**src/rtl/shp_pkg.sv**
```systemverilog
package shp_pkg;
    typedef enum logic [1:0] {
        ST_RUN   = 2'd0,
        ST_OFF   = 2'd1,
        ST_TRIAL = 2'd2,
        ST_LATCH = 2'd3
    } shp_state_e;

    localparam logic [1:0] CLAMP_NONE  = 2'b00;
    localparam logic [1:0] CLAMP_500MA = 2'b01;
    localparam logic [1:0] CLAMP_300MA = 2'b10;
endpackage

```
**src/rtl/shp_deglitch.sv**
```systemverilog
module shp_deglitch #(
    parameter int DEG_MS = 2
) (
    input  logic clk,
    input  logic rst_n,
    input  logic arm_i,
    input  logic low_i,
    input  logic tick_i,
    output logic conf_o
);
    localparam int CW = $clog2(DEG_MS + 1);
    localparam logic [CW-1:0] CMAX = CW'(DEG_MS);

    typedef struct packed {
        logic [CW-1:0] cnt;
    } deg_t;

    deg_t d, q;

    always_comb begin
        d = q;
        if (!arm_i || !low_i) begin
            d.cnt = '0;
        end else if (tick_i && q.cnt != CMAX) begin
            d.cnt = q.cnt + CW'(1);
        end
    end

    always_ff @(posedge clk or negedge rst_n) begin
        if (!rst_n) q <= '0;
        else        q <= d;
    end

    assign conf_o = (q.cnt == CMAX);

    // a released flag always wipes the filter count
    p_deg_restart_r2: assert property (@(posedge clk) disable iff (!rst_n)
        !low_i |=> (q.cnt == '0));
endmodule

```
**src/rtl/shp_fail_window.sv**
```systemverilog
module shp_fail_window #(
    parameter int FAIL_LIMIT = 7,
    parameter int WIN_MS     = 90000
) (
    input  logic clk,
    input  logic rst_n,
    input  logic clr_i,
    input  logic fail_i,
    input  logic tick_i,
    output logic near_o
);
    localparam int CW = $clog2(FAIL_LIMIT + 1);
    localparam int TW = $clog2(WIN_MS + 1);
    localparam logic [CW-1:0] LIM  = CW'(FAIL_LIMIT);
    localparam logic [TW-1:0] TEND = TW'(WIN_MS - 1);

    typedef struct packed {
        logic          active;
        logic [CW-1:0] cnt;
        logic [TW-1:0] tmr;
    } win_t;

    win_t d, q;
    logic expire;

    assign expire = q.active && tick_i && (q.tmr == TEND);

    always_comb begin
        d = q;
        if (expire) begin
            d = '0;
        end else if (q.active && tick_i) begin
            d.tmr = q.tmr + TW'(1);
        end
        if (fail_i) begin
            if (!q.active || expire) begin
                d.active = 1'b1;
                d.cnt    = CW'(1);
                d.tmr    = '0;
            end else if (q.cnt != LIM) begin
                d.cnt = q.cnt + CW'(1);
            end
        end
        if (clr_i) d = '0;
    end

    always_ff @(posedge clk or negedge rst_n) begin
        if (!rst_n) q <= '0;
        else        q <= d;
    end

    // the next failure would reach the limit
    assign near_o = (q.active && !expire) ? ((q.cnt + CW'(1)) >= LIM)
                                          : (FAIL_LIMIT <= 1);

    // failure count never exceeds the limit and is zero while idle
    p_cnt_bound_r8: assert property (@(posedge clk) disable iff (!rst_n)
        (q.cnt <= LIM) && (q.active || q.cnt == '0));
endmodule

```
**src/rtl/shp_sequencer.sv**
```systemverilog
module shp_sequencer
    import shp_pkg::*;
#(
    parameter int OFF_MS   = 500,
    parameter int TRIAL_MS = 10
) (
    input  logic       clk,
    input  logic       rst_n,
    input  logic       prot_en_i,
    input  logic       hic_dis_i,
    input  logic       uv_conf_i,
    input  logic       rail_low_i,
    input  logic       tick_i,
    input  logic       fault_clr_i,
    input  logic       near_i,
    output shp_state_e state_o,
    output logic       fail_o,
    output logic       win_clr_o,
    output logic       deg_arm_o
);
    localparam int TMAX = (OFF_MS > TRIAL_MS) ? OFF_MS : TRIAL_MS;
    localparam int TW   = $clog2(TMAX + 1);
    localparam logic [TW-1:0] OFF_END   = TW'(OFF_MS - 1);
    localparam logic [TW-1:0] TRIAL_END = TW'(TRIAL_MS - 1);

    typedef struct packed {
        shp_state_e    st;
        logic [TW-1:0] tmr;
    } seq_t;

    seq_t d, q;
    logic pass;

    always_comb begin
        d      = q;
        fail_o = 1'b0;
        pass   = 1'b0;
        unique case (q.st)
            ST_RUN: begin
                d.tmr = '0;
                if (prot_en_i && uv_conf_i) begin
                    d.st = hic_dis_i ? ST_LATCH : ST_OFF;
                end
            end
            ST_OFF: begin
                if (!prot_en_i) begin
                    d.st  = ST_RUN;
                    d.tmr = '0;
                end else if (tick_i) begin
                    if (q.tmr == OFF_END) begin
                        d.st  = ST_TRIAL;
                        d.tmr = '0;
                    end else begin
                        d.tmr = q.tmr + TW'(1);
                    end
                end
            end
            ST_TRIAL: begin
                if (!prot_en_i) begin
                    d.st  = ST_RUN;
                    d.tmr = '0;
                end else if (tick_i) begin
                    if (q.tmr == TRIAL_END) begin
                        d.tmr = '0;
                        if (rail_low_i) begin
                            fail_o = 1'b1;
                            d.st   = near_i ? ST_LATCH : ST_OFF;
                        end else begin
                            pass = 1'b1;
                            d.st = ST_RUN;
                        end
                    end else begin
                        d.tmr = q.tmr + TW'(1);
                    end
                end
            end
            ST_LATCH: begin
                d.tmr = '0;
                if (fault_clr_i) d.st = ST_RUN;
            end
            default: d = '0;
        endcase
    end

    always_ff @(posedge clk or negedge rst_n) begin
        if (!rst_n) q <= '{st: ST_RUN, tmr: '0};
        else        q <= d;
    end

    assign state_o   = q.st;
    assign win_clr_o = pass || !prot_en_i || (q.st == ST_LATCH);
    assign deg_arm_o = prot_en_i && (q.st == ST_RUN);

    // normal operation is only left on a filtered fault
    p_leave_run_r2: assert property (@(posedge clk) disable iff (!rst_n)
        (q.st == ST_RUN && d.st != ST_RUN) |-> uv_conf_i);

    // off period holds until its timer reaches the end
    p_off_hold_r4: assert property (@(posedge clk) disable iff (!rst_n)
        (q.st == ST_OFF && prot_en_i && q.tmr != OFF_END) |=> (q.st == ST_OFF));

    // latch persists until a clearing write
    p_latch_hold_r10: assert property (@(posedge clk) disable iff (!rst_n)
        (q.st == ST_LATCH && !fault_clr_i) |=> (q.st == ST_LATCH));
endmodule

```
**src/rtl/shp_ctrl.sv**
```systemverilog
module shp_ctrl
    import shp_pkg::*;
#(
    parameter int DEG_MS     = 2,
    parameter int OFF_MS     = 500,
    parameter int TRIAL_MS   = 10,
    parameter int WIN_MS     = 90000,
    parameter int FAIL_LIMIT = 7
) (
    input  logic       clk,
    input  logic       rst_n,
    input  logic       ms_tick,
    input  logic       rail_low,
    input  logic       vin_high,
    input  logic       cfg_we,
    input  logic       cfg_prot_dis,
    input  logic       cfg_hic_dis,
    input  logic       cfg_fault_wr,
    output logic       conv_en,
    output logic [1:0] clamp_sel,
    output logic       fault_stat,
    output logic       stat_n,
    output logic       prot_dis_o,
    output logic       hic_dis_o
);
    typedef struct packed {
        logic prot_dis;
        logic hic_dis;
    } cfg_t;

    cfg_t       cfg_d, cfg_q;
    shp_state_e st;
    logic       uv_conf, deg_arm, fail, win_clr, near, fault_clr, prot_en;

    always_comb begin
        cfg_d = cfg_q;
        if (cfg_we) begin
            cfg_d.prot_dis = cfg_prot_dis;
            cfg_d.hic_dis  = cfg_hic_dis;
        end
    end

    always_ff @(posedge clk or negedge rst_n) begin
        if (!rst_n) cfg_q <= '0;
        else        cfg_q <= cfg_d;
    end

    assign prot_en   = !cfg_q.prot_dis;
    assign fault_clr = cfg_we && !cfg_fault_wr;

    shp_deglitch #(.DEG_MS(DEG_MS)) u_deg (
        .clk    (clk),
        .rst_n  (rst_n),
        .arm_i  (deg_arm),
        .low_i  (rail_low),
        .tick_i (ms_tick),
        .conf_o (uv_conf)
    );

    shp_fail_window #(.FAIL_LIMIT(FAIL_LIMIT), .WIN_MS(WIN_MS)) u_win (
        .clk    (clk),
        .rst_n  (rst_n),
        .clr_i  (win_clr),
        .fail_i (fail),
        .tick_i (ms_tick),
        .near_o (near)
    );

    shp_sequencer #(.OFF_MS(OFF_MS), .TRIAL_MS(TRIAL_MS)) u_seq (
        .clk         (clk),
        .rst_n       (rst_n),
        .prot_en_i   (prot_en),
        .hic_dis_i   (cfg_q.hic_dis),
        .uv_conf_i   (uv_conf),
        .rail_low_i  (rail_low),
        .tick_i      (ms_tick),
        .fault_clr_i (fault_clr),
        .near_i      (near),
        .state_o     (st),
        .fail_o      (fail),
        .win_clr_o   (win_clr),
        .deg_arm_o   (deg_arm)
    );

    always_comb begin
        clamp_sel = CLAMP_NONE;
        if (prot_en && rail_low) clamp_sel = vin_high ? CLAMP_300MA : CLAMP_500MA;
    end

    assign conv_en    = (st == ST_RUN) || (st == ST_TRIAL);
    assign fault_stat = (st == ST_LATCH);
    assign stat_n     = !fault_stat;
    assign prot_dis_o = cfg_q.prot_dis;
    assign hic_dis_o  = cfg_q.hic_dis;

    // a clearing write releases converter and pin on the next cycle
    p_clear_release_r10: assert property (@(posedge clk) disable iff (!rst_n)
        (fault_stat && cfg_we && !cfg_fault_wr) |=> (conv_en && stat_n));

    // a fault can only appear while protection is enabled
    p_fault_needs_prot_r7: assert property (@(posedge clk) disable iff (!rst_n)
        $rose(fault_stat) |-> $past(prot_en));
endmodule

```
**config.mk**
```make
export PLATFORM = sky130hd
export DESIGN_NAME = shp_ctrl
export DESIGN_NICKNAME = d
export VERILOG_FILES = /design/src/rtl/shp_pkg.sv /design/src/rtl/shp_deglitch.sv /design/src/rtl/shp_fail_window.sv /design/src/rtl/shp_sequencer.sv /design/src/rtl/shp_ctrl.sv
export SDC_FILE = /design/constraint.sdc
export NUM_CORES = 1
export LEC_CHECK = 0
export ABC_AREA = 1
export BUFFER_PORTS_ARGS = -buffer_cell sky130_fd_sc_hd__buf_2
export CAP_MARGIN = 20
export CORE_ASPECT_RATIO = 1.1
export CORE_MARGIN = 2
export CORE_UTILIZATION = 55
export CTS_CLUSTER_DIAMETER = 80
export DETAILED_ROUTE_END_ITERATION = 6
export GPL_TIMING_DRIVEN = 0
export PLACE_DENSITY_LB_ADDON = 0.05
export SETUP_SLACK_MARGIN = 0.3
export SLEW_MARGIN = 20
export SYNTH_ARGS = -nofsm -noshare
export SYNTH_HDL_FRONTEND = slang
export SYNTH_SLANG_ARGS = --single-unit
```
**constraint.sdc**
```tcl
create_clock -name clk -period 3.45 [get_ports clk]
set_clock_uncertainty 0.2 [all_clocks]
set_input_delay 0.5175 -clock clk [delete_from_list [all_inputs] [get_ports clk]]
set_output_delay 0.5175 -clock clk [all_outputs]
set_load 0.01 [all_outputs]
```
==> results list <==
- After synthesis the cells add up to 2210 um2.
* Final setup TNS: 0 ns
- Clock buffer count from CTS: 5
* Count of routing violations after the opening detailed-route iteration: 45
* Worst IR drop on VDD: 0.267 mV
- Of the total synthesized cell area, the portion taken by XOR and XNOR cells is 0.0713.
- Critical Path Source: u_seq.q[1]
- Synth Instances: 295
- Total count of hold-check failures in the final report: 0
* Total of flip-flops plus latches after synthesis: 36
- Dominant combinational cell family by area after synthesis: simple AND/OR/NAND/NOR gates
* Gates resized, CTS repair: 0
- Fill cells in the final layout number 355.
- CTS Hold Buffers Added: 0
- Summed over all nets, the switching power comes to 0.362 mW.
* Global route total overflow: 0
- Of the total synthesized cell area, the portion taken by full adders, half adders and majority gates is 0.0396.
* Count of cell types in the netlist: 28
* Starting density of the core: 0.566
- The startpoint identified for the worst register-to-register timing path is u_seq.q[1].
- Register area share after synthesis: 0.407
- Average cell area after synthesis: 7.49 um2
- Async set or reset register ratio after synthesis: 1.00
- Detail-routed net length per standard cell: 11.3 um
- For this run, the total global-route usage over all layers was measured as 0.215.
* Post-synth top area cell: sky130_fd_sc_hd__dfrtp_1
- Proportion of total power due to net switching: 0.338
- At the end of routability-driven placement, the weighted congestion stood at 0.825.
* DIE AREA: 4540 um2
- Worst Reg-to-Reg Cells: 12
- From bottom edge to top edge, the die measures 70.5 um.
* Highest achievable clock rate: 495 MHz
- In this run the tightest slew margin relative to its limit is 0.458.
* Die width: 64.5 um
- For the worst setup path, the data required time is 3.43 ns.
- Static Leak: 1.20 nW
* Status: finished clean
* Reported max-cap violation count: 0
* Pwr per Cell Area: 438 nW/um2
* Synthesized-area fraction occupied by ao, oa, aoi and oai cells: 0.0543
* Tcrit/Tclk final: 0.586
- The clock tree synthesis step divided the H-tree into 2 levels.
* Clock tree from TritonCTS: yes
* Top cells by area, synth: sky130_fd_sc_hd__dfrtp_1 41%, sky130_fd_sc_hd__nand2_1 12%, sky130_fd_sc_hd__nor2_1 8.7%
* Largest fanout on the critical path: 10
* Vias/cell: 4.91
* Pre-Repair DR Iteration Count: 4
- Crit Path Class: reg2reg
* Final standard cell utilization of the core: 0.625
- Yosys mapped a number of flops with a built-in enable equal to 0.
- The later pin in the worst-skew pair is clocked with a latency of 0.29 ns.
- The count of buffers added on input and output ports is 15.
- First-pass GRT wire length: 7540 um
- Fraction of the mapped netlist area in simple logic gates: 0.337
- Total inserted antenna cells: 0
- The min-delay analysis places its worst path in the category in2async.
- The internal portion of the total power is 0.707 mW.
* Combinational share of power: 0.262
- Max-slew violation count: 0
* Clk pwr share: 0.293
* Number of nets in the final layout: 333
* Wire length after detailed routing: 4190 um
* CTS max path bufs: 2
- For the finished layout, the period the worst path requires is 2.02 ns.
* Antenna-violating nets left: 0
* Post-detailed-route DRC marker count: 0
* Post-CTS setup buffers: 0
* Row Count: 24
- Net count of the mapped netlist: 311
- In the post-synthesis netlist, the cell with the most instances is sky130_fd_sc_hd__nand2_1.
- Clk sinks: 36
* Fraction of final layout cells with drive strength greater than 1: 0.138
- Setup repair after global routing missed its margin: false
- The worst setup path is launched from a flop.
* Worst slew pin tran: 0.813 ns
- Synthesis warning total: 0
* Maximum number of pins on one net before global-route repair: 37
- Clock transition time at the flip-flop clock pins of the worst setup and hold paths: 0.07 ns
- Critical path arrival: 2.00 ns
- The tree is rooted in a sky130_fd_sc_hd__clkbuf_8.
* Core area: 3900 um2
- I/O pin count: 16
- The initial antenna violation count was 0.
- Top-area cell type share of the netlist area: 0.407
- Predominant post-synthesis flop cell: sky130_fd_sc_hd__dfrtp_1
- Count of vias placed by the detailed router: 1817
- Element type at the critical path end: flop
- Detailed placement ended at an HPWL of 3080 um.
- Relative to the synthesized area, the layout overhead comes to 10.4%.
- Setup violations remaining at the end of the flow were counted as 0.
* Power share of the sequential group: 0.445
- The via count of the first global-routing pass came to 1807.
* Synth top cells by count: 70 x sky130_fd_sc_hd__nand2_1, 51 x sky130_fd_sc_hd__nor2_1, 45 x sky130_fd_sc_hd__inv_1, 36 x sky130_fd_sc_hd__dfrtp_1, 15 x sky130_fd_sc_hd__xor2_1
- Measured against the total synthesized area, the mux share comes to 0.
[sequential cells by signal, indices dropped and copies added, names as in the netlist]
name	flops
u_win.q	21
u_seq.q	9
u_deg.q	2
u_seq.state_o	2
hic_dis_o	1
prot_dis_o	1
[layout make-up]
| class | instances | area, um2 | area share |
|---|---|---|---|
| inverter | 46 | 173 | 0.0707 |
| multi-input combinational | 211 | 1110 | 0.455 |
| sequential | 36 | 901 | 0.369 |
| buffer | 2 | 27.5 | 0.0113 |
| timing repair buffer | 15 | 75.1 | 0.0308 |
| tap | 52 | 65.1 | 0.0267 |
| clock buffer | 8 | 90.1 | 0.0369 |
[path summary, 6_finish.rpt]
kind | end | slack, ns
worst max-delay path | u_win.q[10] | 1.43
worst min-delay path | u_win.q[8] | 0.12
min in group clk | hic_dis_o | 0.24
worst max register to register | u_win.q[10] | 1.43
worst min register to register | hic_dis_o | 0.35
max in group asynchronous | hic_dis_o | 2.43
[placed cells by master (no fill, tap or decap)]
cell type / instances
sky130_fd_sc_hd__dfrtp_1: 36
sky130_fd_sc_hd__xnor2_1: 3
sky130_fd_sc_hd__nand2_2: 3
sky130_fd_sc_hd__ha_1: 7
sky130_fd_sc_hd__buf_4: 1
sky130_fd_sc_hd__buf_2: 15
sky130_fd_sc_hd__nand3b_1: 1
sky130_fd_sc_hd__o22ai_1: 1
sky130_fd_sc_hd__o31ai_1: 1
sky130_fd_sc_hd__nand2_4: 1
sky130_fd_sc_hd__buf_12: 1
sky130_fd_sc_hd__nor3b_1: 1
sky130_fd_sc_hd__nor2_4: 1
sky130_fd_sc_hd__clkbuf_1: 2
sky130_fd_sc_hd__xor2_1: 15
sky130_fd_sc_hd__o21bai_1: 1
sky130_fd_sc_hd__nand2_1: 70
sky130_fd_sc_hd__inv_1: 45
sky130_fd_sc_hd__nor3_1: 5
sky130_fd_sc_hd__nand3_4: 2
sky130_fd_sc_hd__clkbuf_8: 6
sky130_fd_sc_hd__nand3_1: 11
sky130_fd_sc_hd__a21oi_1: 6
sky130_fd_sc_hd__nand4_1: 6
sky130_fd_sc_hd__nor2_2: 11
sky130_fd_sc_hd__inv_2: 1
sky130_fd_sc_hd__a31o_2: 1
sky130_fd_sc_hd__nor2_1: 51
sky130_fd_sc_hd__o21ai_1: 1
sky130_fd_sc_hd__o21ai_0: 11
sky130_fd_sc_hd__nor3b_2: 1
[power by group through the flow]
| stage | logic (mW) | clock network, mW | registers (mW) |
|---|---|---|---|
| floorplan | 0.203 | 0 | 0.479 |
| global placement | 0.275 | 0 | 0.484 |
| detailed placement | 0.284 | 0 | 0.483 |
| CTS | 0.285 | 0.322 | 0.476 |
| global route | 0.330 | 0.338 | 0.479 |
| finish | 0.280 | 0.313 | 0.476 |
[per-stage QoR]
step / total power [mW] / std cells / hold slack, ns / cell area [um2] / setup slack [ns]
finish: 1.07 / 370 / 0.120 / 2440 / 1.43
global route: 1.15 / 370 / 0.181 / 2440 / 1.21
CTS: 1.08 / 370 / 0.145 / 2440 / 1.41
detailed placement: 0.768 / 362 / 0.342 / 2350 / 1.40
global placement: 0.759 / 362 / 0.322 / 2350 / 1.40
floorplan: 0.682 / 295 / 0.0219 / 2210 / 1.71
[worst max-delay path, cell delays in order (launching register included)]
cell and delay (ns):
sky130_fd_sc_hd__dfrtp_1 0.40, sky130_fd_sc_hd__inv_1 0.08, sky130_fd_sc_hd__ha_1 0.14, sky130_fd_sc_hd__inv_1 0.04, sky130_fd_sc_hd__nor2_1 0.10, sky130_fd_sc_hd__nand2_1 0.08
sky130_fd_sc_hd__nor2_1 0.20, sky130_fd_sc_hd__nand3_1 0.15, sky130_fd_sc_hd__inv_1 0.12, sky130_fd_sc_hd__nand2_4 0.07, sky130_fd_sc_hd__nand3_4 0.12, sky130_fd_sc_hd__buf_12 0.16
sky130_fd_sc_hd__nor2_2 0.04
[per-layer routing]
layer	vias up	track usage	wire length (um)	part of all wire
li1	954	-	-	-
met1	835	0.234	1800	0.43
met2	21	0.397	2190	0.52
met3	7	0.0483	119	0.028
met4	0	0.0851	73	0.017
met5	-	0	0	0
[cells by family after synthesis]
| group | after synthesis |
|---|---|
| AND/OR/NAND/NOR | 164 |
| flip-flops | 36 |
| XOR/XNOR | 18 |
| buffers and inverters | 48 |
| AO/OA/AOI/OAI | 22 |
| adder cells (fa/ha/maj) | 7 |
No activity file was read; power rests on OpenSTA's default activity.
